===== config.mk =====
export PLATFORM = sky130hd
export DESIGN_NAME = shift_load_reg
export DESIGN_NICKNAME = d
export VERILOG_FILES = /design/src/rtl/sreg_pkg.sv /design/src/rtl/sreg_feed_sel.sv /design/src/rtl/sreg_stage.sv /design/src/rtl/shift_load_reg.sv
export SDC_FILE = /design/constraint.sdc
export NUM_CORES = 1
export LEC_CHECK = 0
export BUFFER_PORTS_ARGS = -buffer_cell sky130_fd_sc_hd__buf_2
export CAP_MARGIN = 0
export CORE_AREA = 2 2 39 41
export CTS_CLUSTER_DIAMETER = 30
export DETAILED_ROUTE_END_ITERATION = 12
export DIE_AREA = 0 0 41 43
export PLACE_DENSITY = 0.41
export SLEW_MARGIN = 20
export SYNTH_ARGS = -nofsm -noshare
export SYNTH_HDL_FRONTEND = slang
export SYNTH_SLANG_ARGS = --single-unit

===== constraint.sdc =====
create_clock -name clk -period 0.8 [get_ports clk]
set_input_delay 0.04 -clock clk [delete_from_list [all_inputs] [get_ports clk]]
set_output_delay 0.04 -clock clk [all_outputs]
set_load 0.01 [all_outputs]

===== src/rtl/sreg_pkg.sv =====
package sreg_pkg;

    localparam int unsigned SREG_STAGES = 4;

    typedef enum logic {
        OP_SHIFT = 1'b0,
        OP_LOAD  = 1'b1
    } sreg_op_e;

    typedef enum logic {
        FEED_EXTERNAL = 1'b0,
        FEED_WRAP     = 1'b1
    } sreg_feed_e;

    typedef struct packed {
        logic       clear;
        sreg_op_e   op;
        sreg_feed_e feed;
    } sreg_ctrl_t;

    function automatic sreg_ctrl_t decode_ctrl(input logic rst_i,
                                               input logic mode_i,
                                               input logic rot_i);
        sreg_ctrl_t c;
        c.clear = rst_i;
        c.op    = mode_i ? OP_LOAD : OP_SHIFT;
        c.feed  = rot_i ? FEED_WRAP : FEED_EXTERNAL;
        return c;
    endfunction

endpackage


===== src/rtl/sreg_feed_sel.sv =====
module sreg_feed_sel
    import sreg_pkg::*;
(
    input  sreg_feed_e feed_i,
    input  logic       ser_i,
    input  logic       last_i,
    output logic       feed_o
);
    always_comb begin
        unique case (feed_i)
            FEED_WRAP:     feed_o = last_i;
            FEED_EXTERNAL: feed_o = ser_i;
            default:       feed_o = ser_i;
        endcase
    end
endmodule


===== src/rtl/sreg_stage.sv =====
module sreg_stage
    import sreg_pkg::*;
(
    input  logic       clk,
    input  sreg_ctrl_t ctrl_i,
    input  logic       load_bit_i,
    input  logic       up_bit_i,
    output logic       q_o
);
    logic d;

    always_comb begin
        if (ctrl_i.clear)
            d = 1'b0;
        else if (ctrl_i.op == OP_LOAD)
            d = load_bit_i;
        else
            d = up_bit_i;
    end

    always_ff @(posedge clk) begin
        q_o <= d;
    end
endmodule


===== src/rtl/shift_load_reg.sv =====
module shift_load_reg
    import sreg_pkg::*;
#(
    parameter int unsigned STAGES = SREG_STAGES
) (
    input  logic              clk,
    input  logic              rst,
    input  logic              mode_load,
    input  logic              rot_en,
    input  logic              ser_in,
    input  logic [STAGES-1:0] word_in,
    output logic [STAGES-1:0] word_out,
    output logic              ser_out
);
    localparam int unsigned FIRST = STAGES - 1;

    sreg_ctrl_t ctrl;
    logic       feed;
    logic [STAGES-1:0] q;

    assign ctrl = decode_ctrl(rst, mode_load, rot_en);

    sreg_feed_sel u_feed (
        .feed_i (ctrl.feed),
        .ser_i  (ser_in),
        .last_i (q[0]),
        .feed_o (feed)
    );

    for (genvar i = 0; i < STAGES; i++) begin : g_stage
        logic up_bit;
        if (i == FIRST) begin : g_head
            assign up_bit = feed;
        end else begin : g_body
            assign up_bit = q[i+1];
        end
        sreg_stage u_stage (
            .clk        (clk),
            .ctrl_i     (ctrl),
            .load_bit_i (word_in[i]),
            .up_bit_i   (up_bit),
            .q_o        (q[i])
        );
    end

    assign word_out = q;
    assign ser_out  = q[0];

    p_clear_r1: assert property (@(posedge clk) rst |=> word_out == '0)
        else $error("R1 clear failed");

    p_load_r2: assert property (@(posedge clk) disable iff (rst)
        mode_load |=> word_out == $past(word_in))
        else $error("R2 load failed");

    p_shift_r3: assert property (@(posedge clk) disable iff (rst)
        !mode_load |=> word_out[FIRST-1:0] == $past(word_out[FIRST:1]))
        else $error("R3 shift failed");

    p_serial_feed_r4: assert property (@(posedge clk) disable iff (rst)
        (!mode_load && !rot_en) |=> word_out[FIRST] == $past(ser_in))
        else $error("R4 serial feed failed");

    p_wrap_feed_r5: assert property (@(posedge clk) disable iff (rst)
        (!mode_load && rot_en) |=> word_out[FIRST] == $past(word_out[0]))
        else $error("R5 wrap feed failed");

    p_rot_ones_r8: assert property (@(posedge clk) disable iff (rst)
        (!mode_load && rot_en) |=> $countones(word_out) == $countones($past(word_out)))
        else $error("R8 rotate lost a bit");

endmodule


# Word level (Yosys, flattened, before mapping)
# Cells that the tools add are included.
# op_classes
addsub	0
n_mul	0
div	0
magnitude_cmp	0
n_eq_ne	0
shift	0
muxes	7
bitwise_logic	1
n_reduce_logical	0
# op_table
cell	count
$mux W1	6
$pmux W1 S2	1
$not A1 Y1	1
# totals
regBits	4
latch_bits	0
ram_bits	0
mem_bits_ro	0
input_bits	9
out_inout_bits	5
elab_cells	12
n_memories	0

# Logic depth before layout (Yosys ltp)
# logic_depth
ltp_word	4
mapped_depth	3

# Cells and area by module
# A second synthesis with hierarchy kept.
# unflattened
hier_cells	17
area_unflattened_um2	180.2
# by_module_without_submodules
mod	n_inst	cells_per_inst	area_per_inst_um2	seq_area_each_um2
sreg_stage	4	3	33.8	20.0
shift_load_reg	1	4	30.0	0.0
sreg_feed_sel	1	1	15.0	0.0

# Least setup slack after synthesis
# Ideal clock, no wire load.
# synth_timing
path_kind	reg2reg
start	register g_stage[0].u_stage.q_o
end	register g_stage[3].u_stage.q_o
setup_time_ns	0.079
t_arrival_ns	0.662
t_required_ns	0.721
setup_slack_ns	0.059
path_stages_with_launch	3
path_buffers	0
period_less_slack_ns	0.741
path_cell_list	dfxtp_1 -> mux2i_1 -> a211oi_2
# synth_between
elab_chain_len	2
# synth_rtl
item	line_no	source
from (decl)	sreg_stage.sv:8	output logic q_o
from (signal assigned)	sreg_stage.sv:22	q_o <= d;
$pmux W1 S2	sreg_feed_sel.sv:10	unique case (feed_i)
$mux W1	sreg_stage.sv:15	else if (ctrl_i.op == OP_LOAD)
to (signal assigned)	sreg_stage.sv:22	
to (decl)	sreg_stage.sv:8	
# Every way passes these cells.
# A chain may end at the register's enable or synchronous reset.

# Worst setup path after layout
# layout_timing
start	register g_stage[0].u_stage.q_o
end	output port ser_out
# layout_rtl
item	line_no	source
to (decl)	shift_load_reg.sv:13	output logic ser_out
# No word-level cell between the ends.

==> flow_summary_export.csv <==
group,metric,value,unit
status,status,"complete, no violations",
clock_network,cts_resized,0,
timing,hold_viol,0,
power_and_ir_drop,power.share.sequential,40.3,%
global_routing,grt.total_usage,5.02,%
critical_path,crit_required,0.76,ns
synth,ys_types,8,
power_and_ir_drop,swShare,22.6,%
die,start_util,14.2,%
timing,max_slew_margin,88.9,%
critical_path,slowest_stage,"dfxtp_1",
final_layout,diodes,0,
drt,antenna_left,0,
drt,post_drt_wl_per_cell,8.24,um
timing,fin_setup_tns,0,ns
critical_path,critical_path_class,"flop to output pin",
global_routing,grt_start_max_net_pins,6,
placed_design,dp_slack,0.100,ns
synth,yosysTopAreaCell,"dfxtp_1",
drt,met3_length,77,um
die,die_x,41,um
drt,maxUsedRoutingLayer,"met3",
clock_network,cts_max_level,1,
drt,via_per_inst,3.24,
global_routing,first_global_vias,107,
drt,firstDrtPassIters,1,
timing,fin_crit,0.741,ns
synth,seq_area_frac_synth,40.8,%
final_layout,final_cell_mix,"buf_2, mux2i_1, dfxtp_1, nor2_1, clkbuf_4",
clock_network,path_clk_slew,0.04,ns
timing,tightest_slew,0.162,ns
synth,synth_seq_cells,4,
final_layout,fin_util,19.4,%
clock_network,ctsRootBufferMaster,"clkbuf_4",
placed_design,placed_cell_area,246,sq um
critical_path,slowest_delay,0.33,ns
placed_design,gp_congestion,0.508,
clock_network,cts_tree,"built",
synth,yosys_warnings,0,
synth,netlist.area_leader.share,40.8,%
clock_network,clk_path_buf_depth,2,
power_and_ir_drop,p_switching,124,uW
power_and_ir_drop,power,547,uW
timing,skew,0.00102,ns
critical_path,cp_max_fo,3,
die,num_io_pins,14,
clock_network,cts_setup_buffers,0,
global_routing,grt-ovfl-total,0,
drt,drtIter0Drc,0,
final_layout,final_common_cell,"buf_2",
drt,wl_met2,86,um
power_and_ir_drop,combinationalPowerShare,14.5,%
synth,syn_nets,28,
drt,wl_met1,215,um
critical_path,path_cells,"buf_2",
final_layout,regMostFlops,"g_stage.u_stage.q_o",
critical_path,crit_path_end_kind,"output pin",
job,maxCapViolCount,0,
synth,syn_avg_cell_area,10.3,sq um
die,design.core.area,0.00138,sq mm
final_layout,final_cells,46,
synth,netlist_top_cells_area,"dfxtp_1, mux2i_1, buf_4, nor2b_4, a211oi_2",
drt,wl,379,um
timing,rsz0062_at_grt,"no",
placed_design,io_buffers,13,
synth,syn_area,196,sq um
critical_path,worst_ep_arrival_time,0.70,ns
critical_path,ff2ff_setup_slack,0.10,ns
clock_network,clock-sinks,4,
placed_design,dp_cells,43,
timing,whs,0.0254,ns
die,fp-row-count,14,
drt,vias,149,
clock_network,clk_latency,0.23,ns
critical_path,worst-path-buf-inv,1,
timing,setup_violations,0,
critical_path,crit_path_start_kind,"flop",
final_layout,final_area,269,sq um
critical_path,path_delay_family,"flip-flops",
power_and_ir_drop,cellPowerDensity,2030,mW/mm^2
timing,fin_crit_sh,92.6,%
die,die_h,43,um
timing,drv_slew,0,
power_and_ir_drop,ir_drop,881,uV
power_and_ir_drop,p_leak,0.147,nW
final_layout,reg_top3,"g_stage.u_stage.q_o: 4 flops",
clock_network,cts_made_buffers,3,
power_and_ir_drop,p_clk_share,45.2,%
final_layout,drive_gt1_share,60.0,%
power_and_ir_drop,cellInternalPower,424,uW
final_layout,area_growth,36.9,%
drt,drc,0,
worst_hold_path,hp-class,"primary input to flop",
global_routing,grt_pass1_wl,469,um
clock_network,holdBufCountCts,0,
die,die_area,0.00176,sq mm
timing,fin_ws,0.0594,ns
synth,syn_inst,19,
final_layout,largest_register_ffs,4,
timing,max_freq,1.35,GHz
final_layout,finalNetCount,41,
global_routing,antenna_found_initial,0,
[Yosys cell counts]
cell / instances
buf_4: 4
nor2_1: 3
mux2i_1: 4
inv_1: 1
dfxtp_1: 4
clkbuf_2: 1
a211oi_2: 1
nor2b_4: 1
[metal layers]
layer / global-route usage (%) / vias to the layer above
met5: 0 / -
met4: 0 / 0
met3: 9.42 / 0
met2: 3.44 / 16
met1: 6.75 / 53
li1: - / 80
[cell families (layout without fill, tap and decap cells)]
| kind of cell | after synthesis | count (layout) | synth area share (%) |
|---|---|---|---|
| muxes | 4 | 4 | 20.4 |
| buffers and inverters | 6 | 17 | 19.7 |
| DFF | 4 | 4 | 40.8 |
| AOI/OAI and AO/OA | 1 | 1 | 6.37 |
| and+or+nand+nor | 4 | 4 | 12.7 |
[layout make-up]
cell class / instances / area [sq um]
fill: 150 / 1110
sequential: 4 / 80.1
multi-input combinational: 9 / 77.6
timing repair buffer: 13 / 65.1
clock buffer: 3 / 22.5
tap: 16 / 20.0
inverter: 1 / 3.75
[worst register-to-register path, stage by stage, from the launching register on]
cell and delay [ns]:
dfxtp_1 0.33, mux2i_1 0.09, a211oi_2 0.20
[power by group through the flow]
stage | Combinational (mW) | Clock, mW | Sequential [mW]
detailed placement | 0.0798 | 0 | 0.223
global route | 0.0879 | 0.281 | 0.221
finish | 0.0791 | 0.248 | 0.221
floorplan | 0.0564 | 0 | 0.224
CTS | 0.0804 | 0.262 | 0.220
global placement | 0.0814 | 0 | 0.223
[path summary, 6_finish.rpt]
| check | from | end | cells after the start |
|---|---|---|---|
| setup / recovery | g_stage[0].u_stage.q_o$_SDFF_PP0_ | ser_out | 1 |
| hold / removal | rst | g_stage[3].u_stage.q_o$_SDFF_PP0_ | 2 |
| setup reg to reg | g_stage[0].u_stage.q_o$_SDFF_PP0_ | g_stage[3].u_stage.q_o$_SDFF_PP0_ | 2 |
| hold reg to reg | g_stage[3].u_stage.q_o$_SDFF_PP0_ | g_stage[2].u_stage.q_o$_SDFF_PP0_ | 2 |
Note: power is estimated with default switching activity, not from simulation.
